**src/rtl/hmr_pkg.sv**
```systemverilog
// Package: shared region codes, target bit positions and legacy window bounds
// for the host memory range decoder. Assumes addresses wider than 32 bits.
package hmr_pkg;

    typedef enum logic [2:0] {
        RG_SUBTR   = 3'd0,
        RG_VGA_A   = 3'd1,
        RG_MDA     = 3'd2,
        RG_VGA_B   = 3'd3,
        RG_MAIN    = 3'd4,
        RG_HIGH    = 3'd5,
        RG_RECLAIM = 3'd6
    } region_e;

    localparam int TGT_W      = 3;
    localparam int TGT_GFX    = 0;
    localparam int TGT_DRAM   = 1;
    localparam int TGT_BRIDGE = 2;

    localparam int LEG_WINS   = 3;

    localparam logic [31:0] LEG_A_LO   = 32'h000A_0000;
    localparam logic [31:0] LEG_A_HI   = 32'h000A_FFFF;
    localparam logic [31:0] LEG_MDA_LO = 32'h000B_0000;
    localparam logic [31:0] LEG_MDA_HI = 32'h000B_7FFF;
    localparam logic [31:0] LEG_B_LO   = 32'h000B_8000;
    localparam logic [31:0] LEG_B_HI   = 32'h000B_FFFF;
    localparam logic [31:0] MAIN_BASE  = 32'h0100_0000;

endpackage

```
**src/rtl/hmr_legacy_dec.sv**
```systemverilog
// Module: hmr_legacy_dec
// Finds whether an address lies in one of the three legacy video windows and
// reports which one. Pure combinational; the windows do not overlap.
module hmr_legacy_dec
    import hmr_pkg::*;
#(
    parameter int ADDR_W = 36
) (
    input  logic [ADDR_W-1:0] addr,
    output logic              leg_hit,
    output region_e           leg_code
);

    logic [LEG_WINS-1:0] win_hit;

    // One range comparator per legacy window.
    for (genvar w = 0; w < LEG_WINS; w++) begin : g_win
        localparam logic [31:0] LO32 = (w == 0) ? LEG_A_LO :
                                       (w == 1) ? LEG_MDA_LO : LEG_B_LO;
        localparam logic [31:0] HI32 = (w == 0) ? LEG_A_HI :
                                       (w == 1) ? LEG_MDA_HI : LEG_B_HI;
        localparam logic [ADDR_W-1:0] LO = ADDR_W'(LO32);
        localparam logic [ADDR_W-1:0] HI = ADDR_W'(HI32);
        assign win_hit[w] = (addr >= LO) && (addr <= HI);
    end

    // Turn the window hit vector into a region code.
    always_comb begin
        leg_hit  = |win_hit;
        leg_code = RG_SUBTR;
        if (win_hit[0])      leg_code = RG_VGA_A;
        else if (win_hit[1]) leg_code = RG_MDA;
        else if (win_hit[2]) leg_code = RG_VGA_B;
    end

endmodule

```
**src/rtl/hmr_dram_dec.sv**
```systemverilog
// Module: hmr_dram_dec
// Compares an address against the programmable DRAM ranges: main memory below
// low_top, high memory between 4 GB and mem_top, and the reclaim window.
// LIMIT_INCL selects whether rcl_limit is the last address (1) or one past it (0).
module hmr_dram_dec
    import hmr_pkg::*;
#(
    parameter int ADDR_W     = 36,
    parameter bit LIMIT_INCL = 1'b1
) (
    input  logic [ADDR_W-1:0] addr,
    input  logic [ADDR_W-1:0] low_top,
    input  logic [ADDR_W-1:0] mem_top,
    input  logic [ADDR_W-1:0] rcl_base,
    input  logic [ADDR_W-1:0] rcl_limit,
    output logic              main_hit,
    output logic              high_hit,
    output logic              rcl_hit
);

    localparam logic [ADDR_W-1:0] FOUR_GB  = ADDR_W'(1) << 32;
    localparam logic [ADDR_W-1:0] MAIN_LO  = ADDR_W'(MAIN_BASE);

    logic rcl_enabled;
    logic rcl_below_top;

    // Main and high memory use exclusive upper bounds.
    always_comb begin
        main_hit = (addr >= MAIN_LO) && (addr < low_top);
        high_hit = (addr >= FOUR_GB) && (addr < mem_top);
    end

    // The limit compare style is chosen by parameter.
    if (LIMIT_INCL) begin : g_incl
        assign rcl_below_top = (addr <= rcl_limit);
        assign rcl_enabled   = (rcl_base >= FOUR_GB) && (rcl_base <= rcl_limit);
    end else begin : g_excl
        assign rcl_below_top = (addr < rcl_limit);
        assign rcl_enabled   = (rcl_base >= FOUR_GB) && (rcl_base < rcl_limit);
    end

    // The reclaim window counts only when it is enabled and well formed.
    always_comb begin
        rcl_hit = rcl_enabled && (addr >= rcl_base) && rcl_below_top;
    end

endmodule

```
**src/rtl/hmr_resolve.sv**
```systemverilog
// Module: hmr_resolve
// Applies fixed precedence to the raw range hits: legacy window (graphics,
// then bridge forward, then DRAM), main, reclaim, high, else subtractive.
// Produces a one-hot target and a region code.
module hmr_resolve
    import hmr_pkg::*;
(
    input  logic             leg_hit,
    input  region_e          leg_code,
    input  logic             main_hit,
    input  logic             high_hit,
    input  logic             rcl_hit,
    input  logic             gfx_claim,
    input  logic             vga_fwd,
    output logic [TGT_W-1:0] tgt,
    output region_e          region
);

    int unsigned sel;

    // Priority chain that picks a target index and region.
    always_comb begin
        sel    = TGT_BRIDGE;
        region = RG_SUBTR;
        if (leg_hit) begin
            region = leg_code;
            if (gfx_claim)    sel = TGT_GFX;
            else if (vga_fwd) sel = TGT_BRIDGE;
            else              sel = TGT_DRAM;
        end else if (main_hit) begin
            region = RG_MAIN;
            sel    = TGT_DRAM;
        end else if (rcl_hit) begin
            region = RG_RECLAIM;
            sel    = TGT_DRAM;
        end else if (high_hit) begin
            region = RG_HIGH;
            sel    = TGT_DRAM;
        end
    end

    // Expand the selected index into a one-hot select.
    for (genvar t = 0; t < TGT_W; t++) begin : g_onehot
        assign tgt[t] = (sel == t);
    end

endmodule

```
**src/rtl/hmr_out_stage.sv**
```systemverilog
// Module: hmr_out_stage
// Single register slice holding the decode result under valid/ready flow
// control. A new result may load on the same edge the old one is consumed.
module hmr_out_stage
    import hmr_pkg::*;
#(
    parameter int ADDR_W = 36
) (
    input  logic              clk,
    input  logic              rst_n,
    input  logic              req_valid,
    output logic              req_ready,
    input  logic [ADDR_W-1:0] in_addr,
    input  logic [TGT_W-1:0]  in_tgt,
    input  region_e           in_region,
    output logic              rsp_valid,
    input  logic              rsp_ready,
    output logic [ADDR_W-1:0] rsp_addr,
    output logic [TGT_W-1:0]  rsp_tgt,
    output region_e           rsp_region
);

    logic accept;

    // Ready when empty or when the held result leaves this cycle.
    always_comb begin
        req_ready = rst_n && (!rsp_valid || rsp_ready);
        accept    = req_valid && req_ready;
    end

    // Load a new result on accept; drop valid when the consumer takes it.
    always_ff @(posedge clk) begin
        if (!rst_n) begin
            rsp_valid  <= 1'b0;
            rsp_addr   <= '0;
            rsp_tgt    <= '0;
            rsp_region <= RG_SUBTR;
        end else if (accept) begin
            rsp_valid  <= 1'b1;
            rsp_addr   <= in_addr;
            rsp_tgt    <= in_tgt;
            rsp_region <= in_region;
        end else if (rsp_ready) begin
            rsp_valid  <= 1'b0;
        end
    end

    AST_RESET_IDLE: assert property (@(posedge clk) disable iff (!rst_n)
        $past(!rst_n) |-> !rsp_valid);

    AST_HOLD_WHILE_STALLED: assert property (@(posedge clk) disable iff (!rst_n)
        (rsp_valid && !rsp_ready) |=> (rsp_valid && $stable(rsp_addr)
                                       && $stable(rsp_tgt) && $stable(rsp_region)));

    AST_ACCEPT_TO_VALID: assert property (@(posedge clk) disable iff (!rst_n)
        (req_valid && req_ready) |=> rsp_valid);

endmodule

```
**src/rtl/hmem_route_top.sv**
```systemverilog
// Module: hmem_route_top
// Host memory range decoder top: legacy and DRAM range compares feed a fixed
// precedence resolver whose result is registered behind a valid/ready slice.
// Bounds and steering bits are sampled on the edge that accepts an address.
module hmem_route_top
    import hmr_pkg::*;
#(
    parameter int ADDR_W     = 36,
    parameter bit LIMIT_INCL = 1'b1
) (
    input  logic              clk,
    input  logic              rst_n,
    input  logic              req_valid,
    output logic              req_ready,
    input  logic [ADDR_W-1:0] req_addr,
    input  logic [ADDR_W-1:0] low_top,
    input  logic [ADDR_W-1:0] mem_top,
    input  logic [ADDR_W-1:0] rcl_base,
    input  logic [ADDR_W-1:0] rcl_limit,
    input  logic              gfx_claim,
    input  logic              vga_fwd,
    output logic              rsp_valid,
    input  logic              rsp_ready,
    output logic [ADDR_W-1:0] rsp_addr,
    output logic [2:0]        rsp_tgt,
    output logic [2:0]        rsp_region
);

    logic             leg_hit;
    region_e          leg_code;
    logic             main_hit;
    logic             high_hit;
    logic             rcl_hit;
    logic [TGT_W-1:0] dec_tgt;
    region_e          dec_region;
    region_e          held_region;

    hmr_legacy_dec #(.ADDR_W(ADDR_W)) u_legacy (
        .addr     (req_addr),
        .leg_hit  (leg_hit),
        .leg_code (leg_code)
    );

    hmr_dram_dec #(.ADDR_W(ADDR_W), .LIMIT_INCL(LIMIT_INCL)) u_dram (
        .addr      (req_addr),
        .low_top   (low_top),
        .mem_top   (mem_top),
        .rcl_base  (rcl_base),
        .rcl_limit (rcl_limit),
        .main_hit  (main_hit),
        .high_hit  (high_hit),
        .rcl_hit   (rcl_hit)
    );

    hmr_resolve u_resolve (
        .leg_hit   (leg_hit),
        .leg_code  (leg_code),
        .main_hit  (main_hit),
        .high_hit  (high_hit),
        .rcl_hit   (rcl_hit),
        .gfx_claim (gfx_claim),
        .vga_fwd   (vga_fwd),
        .tgt       (dec_tgt),
        .region    (dec_region)
    );

    hmr_out_stage #(.ADDR_W(ADDR_W)) u_out (
        .clk        (clk),
        .rst_n      (rst_n),
        .req_valid  (req_valid),
        .req_ready  (req_ready),
        .in_addr    (req_addr),
        .in_tgt     (dec_tgt),
        .in_region  (dec_region),
        .rsp_valid  (rsp_valid),
        .rsp_ready  (rsp_ready),
        .rsp_addr   (rsp_addr),
        .rsp_tgt    (rsp_tgt),
        .rsp_region (held_region)
    );

    // Present the region as a plain 3-bit code at the boundary.
    always_comb rsp_region = held_region;

    AST_TGT_ONEHOT: assert property (@(posedge clk) disable iff (!rst_n)
        rsp_valid |-> ($countones(rsp_tgt) == 1));

    AST_GFX_WINS: assert property (@(posedge clk) disable iff (!rst_n)
        (req_valid && req_ready && gfx_claim
         && req_addr >= ADDR_W'(32'h000A_0000) && req_addr <= ADDR_W'(32'h000B_FFFF))
        |=> (rsp_valid && rsp_tgt == 3'b001));

    AST_SUBTR_BRIDGE: assert property (@(posedge clk) disable iff (!rst_n)
        (rsp_valid && rsp_region == 3'd0) |-> (rsp_tgt == 3'b100));

    AST_DRAM_REGIONS: assert property (@(posedge clk) disable iff (!rst_n)
        (rsp_valid && rsp_region >= 3'd4) |-> (rsp_tgt == 3'b010));

endmodule

```
**config.mk**
```make
export PLATFORM = sky130hd
export DESIGN_NAME = hmem_route_top
export DESIGN_NICKNAME = d
export VERILOG_FILES = /design/src/rtl/hmr_pkg.sv /design/src/rtl/hmr_legacy_dec.sv /design/src/rtl/hmr_dram_dec.sv /design/src/rtl/hmr_resolve.sv /design/src/rtl/hmr_out_stage.sv /design/src/rtl/hmem_route_top.sv
export SDC_FILE = /design/constraint.sdc
export NUM_CORES = 1
export LEC_CHECK = 0
export BUFFER_PORTS_ARGS = -buffer_cell sky130_fd_sc_hd__buf_2
export CORE_ASPECT_RATIO = 0.9
export CORE_MARGIN = 1.5
export CORE_UTILIZATION = 45
export DETAILED_ROUTE_END_ITERATION = 16
export PLACE_DENSITY_LB_ADDON = 0.08
export SLEW_MARGIN = 20
export SYNTH_ARGS = -nofsm -noshare
export SYNTH_HDL_FRONTEND = slang
export SYNTH_SLANG_ARGS = --single-unit
```
**constraint.sdc**
```tcl
create_clock -name clk -period 2.1 [get_ports clk]
set_input_delay 0.315 -clock clk [delete_from_list [all_inputs] [get_ports clk]]
set_output_delay 0.315 -clock clk [all_outputs]
set_load 0.005 [all_outputs]
```
# Word-level counts from Yosys, hierarchy flattened
# Cells that the tools add are included.
classes:
  order_cmp: 14
  n_eq_ne: 2
  muxes: 15
  reduce_logical: 15
ops:
  columns: ["cell", "n"]
  rows:
  - ["two-way mux 32 bit", 4]
  - [">= comparator 36 x 20 -> 1 bit (second input constant)", 3]
  - ["less-or-equal comparator 36 x 20 -> 1 bit (second input constant)", 3]
  - [">= comparator 36 x 33 -> 1 bit (second input constant)", 2]
  - ["less-or-equal comparator 36 bit", 2]
  - ["< comparator 36 bit", 2]
  - [">= comparator 36 x 25 -> 1 bit (second input constant)", 1]
  - [">= comparator 36 bit", 1]
  - ["equality test 32 x 1 -> 1 bit (second input constant)", 1]
  - ["equality test 32 x 2 -> 1 bit (second input constant)", 1]
  - ["logical NOT 32 bit", 1]
  - ["two-way mux 3 bit", 6]
  - ["logical AND 1 bit", 10]
  - ["two-way mux 2 bit", 3]
  - ["OR reduction 3 bit", 1]
  - ["two-way mux 1 bit", 2]
  - ["nonzero test 2 bit", 1]
  - ["logical NOT 1 bit", 1]
  - ["logical OR 1 bit", 1]
totals:
  regBits: 43
  inputBits: 186
  out_inout_bits: 44

# Logic depth before layout (Yosys ltp)
logic_depth:
  ltp_word: 8
  ltp_mapped: 10
  depth_no_buf: 10

# Hierarchy
# From an unflattened synthesis, not the netlist that was laid out.
unflattened:
  cells_unflattened: 813
  hier_area_um2: 6374.9
by_module_without_submodules:
  columns: ["module", "instances", "cells_per_inst", "area_per_inst_um2"]
  rows:
  - ["hmr_dram_dec", 1, 596, 4399.2]
  - ["hmr_out_stage", 1, 189, 1775.5]
  - ["hmr_resolve", 1, 15, 111.4]
  - ["hmr_legacy_dec", 1, 13, 88.8]

# Least setup slack after synthesis
# Ideal clock, no wire load.
synth_timing:
  kind: "input to register"
  start: "input port rcl_limit[1]"
  end: "register u_out.rsp_region[1]"
  setup_time_ns: 0.070
  arrival_ns: 2.182
  slack_ns: -0.152
  cell_stages: 10
  path_cell_list: "inv_1 -> ha_1 -> nor2b_4 -> o211ai_2 -> a211oi_1 -> o41a_1 -> o211ai_2 -> nand4_1 -> or4b_1 -> a21oi_1"
synth_between:
  elab_chain_len: 7
  elab_cells_between_ends: 8
synth_lines:
  columns: ["element", "line", "source"]
  rows:
  - ["from (decl)", "hmem_route_top.sv:19", "input logic [ADDR_W-1:0] rcl_limit,"]
  - ["less-or-equal comparator 36 bit", "hmr_dram_dec.sv:36", "assign rcl_enabled = (rcl_base >= FOUR_GB) && (rcl_base <= rcl_limit);"]
  - ["logical AND 1 bit", "hmr_dram_dec.sv:36", null]
  - ["logical AND 1 bit", "hmr_dram_dec.sv:44", "rcl_hit = rcl_enabled && (addr >= rcl_base) && rcl_below_top;"]
  - ["logical AND 1 bit (*)", "hmr_dram_dec.sv:44", null]
  - ["two-way mux 3 bit (*)", "hmr_resolve.sv:33", "end else if (rcl_hit) begin"]
  - ["two-way mux 3 bit (*)", "hmr_resolve.sv:30", "end else if (main_hit) begin"]
  - ["two-way mux 3 bit (*)", "hmr_resolve.sv:25", "if (leg_hit) begin"]
  - ["to (signal assigned)", "hmr_out_stage.sv:42", "rsp_region <= in_region;"]
  - ["to (decl)", "hmr_out_stage.sv:20", "output region_e rsp_region"]
# Every way passes the cells marked *; elsewhere a longest branch is shown, timed or not.
# A chain may end at the register's enable or synchronous reset.

# Final worst setup path
layout_timing:
  start: "input port req_addr[1]"
  end: "register u_out.rsp_region[1]"
layout_between:
  elab_chain_len: 6
  elab_cells_between_ends: 23
layout_lines:
  columns: ["element", "line", "source"]
  rows:
  - ["from (decl)", "hmem_route_top.sv:15", "input logic [ADDR_W-1:0] req_addr,"]
  - [">= comparator 36 x 20 -> 1 bit, or another cell as far along", "hmr_legacy_dec.sv:24", "assign win_hit[w] = (addr >= LO) && (addr <= HI);"]
  - ["logical AND 1 bit, on equally long branches", "hmr_legacy_dec.sv:24, hmr_dram_dec.sv:44", null]
  - ["two-way mux 2 bit or logical AND 1 bit (tied branches)", "hmr_legacy_dec.sv:33, hmr_dram_dec.sv:44", null]
  - ["two-way mux 3 bit, on equally long branches", "hmr_legacy_dec.sv:32, hmr_resolve.sv:33", null]
  - ["two-way mux 3 bit, on equally long branches", "hmr_legacy_dec.sv:31, hmr_resolve.sv:30", null]
  - ["two-way mux 3 bit (*)", "hmr_resolve.sv:25", null]
# Marks and branches as above.

==> impl_metrics.yaml <==
power_and_ir_drop:
  powerDensity_mw_per_mm2: 383
  seq_power_share_pct: 26.1
  clkPwrFrac_pct: 27.1
  p_sw_mw: 1.20
  p_leak_nw: 5.02
  p_sw_share_pct: 34.6
  intPower_mw: 2.27
  combinationalPowerShare_pct: 46.8
  ir_drop_mv: 0.301
placement:
  port-buffer-count: 229
  place_inst: 1287
  gp_congestion: 0.866
  dp_hpwl_um: 16000
  placed_area_mm2: 0.00828
sta:
  setup_violations: 5
  fin_crit_sh_pct: 105
  fin_crit_ns: 2.21
  clock.fmax_mhz: 452
  worst_pin_slew_ns: 0.474
  relSlewSlack_pct: 68.1
  hold_viol_final: 0
  setup_slack_ns: -0.110
  finClkSkew_ns: 0.00503
  slew_viol_final: 0
  rsz0062_at_grt: "yes"
yosys:
  syn_nets: 1159
  async_flop_share_pct: 0
  ys_seq_area_share_pct: 14.4
  yosysTopAreaCellShare_pct: 37.3
  yosys_register_bits: 43
  synth_cells: 795
  ys.flop_type: "dfxtp_1"
  yosysMostFrequentCell: "ha_1"
  yosysWarnings: 0
  synth_common_cells: "ha_1, inv_1, nand2_1, o21ai_0, a21oi_1"
  syn_area_per_cell_um2: 7.52
  yosys.cell_types.count: 49
  synthTopCellsByArea: "ha_1, dfxtp_1, inv_1, nand2_1, o21ai_0"
  synth_edf_count: 0
  synth_top_area_cell: "ha_1"
  synth_area_mm2: 0.00598
worst_setup_path:
  path_buf_inv: 1
  cp-end-kind: "flip-flop"
  worst-endpoint-required_ns: 2.34
  reg2reg_slack_ns: 0.72
  cpPeakStageDelay_ns: 0.52
  crit_family: "compound AO/OA/AOI/OAI gates"
  crit_chain: "buf_6 -> ha_4 -> nor2b_4 -> o211ai_2 -> a211oi_2 -> o41a_1 -> o211ai_2 -> nand4_1 -> or4b_1 -> a21oi_1"
  start_kind: "input pin"
  timing.critical_path.arrival_ns: 2.45
  crit_fanout: 5
  critPathKind: "input pin to flip-flop"
  cp_common_cell: "o211ai_2"
  slowest_stage: "or4b_1"
die:
  dieWidth_um: 124
  dieArea_mm2: 0.0140
  initial_core_util_pct: 46.6
  io-pin-count: 230
  die_h_um: 112
  fp.coreArea_mm2: 0.0128
  row_count: 39
cts:
  cts_hold_buf: 0
  clk_pin_slew_ns: 0.07
  root_buffer: "clkbuf_16"
  cts_buffers: 5
  cts.sinks: 43
  clk_latency_ns: 0.30
  tritoncts: "done"
  cts_max_path_buffers: 2
  htreeDepth: 2
grt:
  track_usage_pct: 26.9
  grt.overflow.total: 0
  grt_max_degree: 41
  antenna_found_initial: 1
  first_global_vias: 6531
  grt_pass1_wl_um: 30700
layout:
  stdcell_count: 1306
  layout-drive-gt1-share_pct: 38.6
  seq_area_um2: 861
  fin_nets: 1504
  fin_area_mm2: 0.00908
  area_growth_pct: 52.0
  fillers: 1085
  multi_input_area_mm2: 0.00504
run_status:
  violations: "setup timing"
  status: "finished, violations left"
drt:
  drtIter0Drc: 260
  final_antenna_net_count: 0
  num_vias: 6698
  avgRoutedWirePerCell_um: 14.9
  firstDrtPassIters: 4
  wirelength_um: 19400
  post-route-drc-count: 0
  vias_per_cell: 5.13
job:
  maxCapViolations: 0
worst_hold_path:
  hp-class: "input pin to flip-flop"
power groups by stage:
stage	clock [mW]	combinational [mW]	sequential [mW]
after global routing	0.992	1.82	0.914
after floorplan	0	0.722	0.930
after global placement	0	1.41	0.923
final	0.940	1.63	0.907
after CTS	0.958	1.55	0.907
after detailed placement	0	1.43	0.925
path summary, 6_finish.rpt:
| path | startpoint | to | cells after the start |
|---|---|---|---|
| worst max-delay path | req_addr[1] | u_out.rsp_region[1]$_SDFFE_PN0P_ | 10 |
| worst min-delay path | req_addr[1] | u_out.rsp_addr[1]$_SDFFE_PN0P_ | 3 |
| worst max register to register | u_out.rsp_valid$_SDFFE_PN0P_ | u_out.rsp_tgt[1]$_SDFFE_PN0P_ | 6 |
| worst min register to register | u_out.rsp_addr[20]$_SDFFE_PN0P_ | u_out.rsp_addr[20]$_SDFFE_PN0P_ | 2 |
registers in the layout, summed over array words and instances, names as in the netlist:
name              flops
u_out.rsp_addr       36
u_out.rsp_region      3
u_out.rsp_tgt         3
u_out.rsp_valid       1
metrics by stage:
stage	power [mW]	util (%)	setup WS (ns)	hold WS [ns]	TNS, ns
global placement	2.34	64.5	-0.658	0.442	-2.74
floorplan	1.65	-	-0.0967	0.424	-0.137
global route	3.73	70.8	-0.211	0.272	-0.909
finish	3.48	70.8	-0.110	0.265	-0.318
CTS	3.41	68.8	-0.0874	0.262	-0.195
detailed placement	2.36	64.5	-0.699	0.448	-2.99
per-layer routing:
metal,GRT usage [%],up-vias,wire length (µm),share of wire [%]
met3,5.29,30,1130,5.8
met1,35.4,2989,9090,47
met2,45.1,185,8800,45
met4,7.05,2,395,2.0
met5,0,-,7,0.036
li1,-,3492,-,-
cell families after synthesis:
logic type / count (synthesis) / share of synthesized area (%)
and+or+nand+nor: 219 / 17.9
DFF: 43 / 14.4
AOI/OAI and AO/OA: 197 / 20.5
adders and majority gates: 178 / 37.3
buffers and inverters: 158 / 9.92
tightest hold or removal path: cells and delay by family:
kind / cells / cell delay (ns)
buffers and inverters: 1 / 0.10
AOI/OAI and AO/OA: 1 / 0.06
and+or+nand+nor: 1 / 0.05
layout by cell type, fill, tap and decap left out, types with 17 or more instances in the layout:
| master | Yosys | routed |
|---|---|---|
| a21o_1 | 27 | 27 |
| ha_1 | 178 | 151 |
| a21oi_1 | 52 | 46 |
| buf_6 | 0 | 17 |
| ha_4 | 0 | 27 |
| buf_2 | 0 | 209 |
| nor2_1 | 23 | 23 |
| nand3_1 | 19 | 19 |
| nand2_1 | 102 | 101 |
| buf_4 | 0 | 120 |
| dfxtp_1 | 43 | 43 |
| nand4_1 | 27 | 27 |
| inv_1 | 145 | 128 |
| o21ai_0 | 63 | 57 |
final cells by class:
cell class / count / share of cell area [%]
clock inverter: 3 / 0.510
inverter: 145 / 6.30
timing repair buffer: 351 / 24.6
clock buffer: 5 / 1.38
sequential: 43 / 9.48
tap: 164 / 2.26
antenna: 1 / 0.0276
multi-input combinational: 594 / 55.5
repair_timing:
| item | in CTS | in global routing |
|---|---|---|
| endpoints found under the setup margin | 5 | 5 |
| gates resized for setup | 61 | 41 |
| buffers inserted | 5 | 5 |
| pin swaps | 26 | 31 |
(Power assumes the default switching activity.)
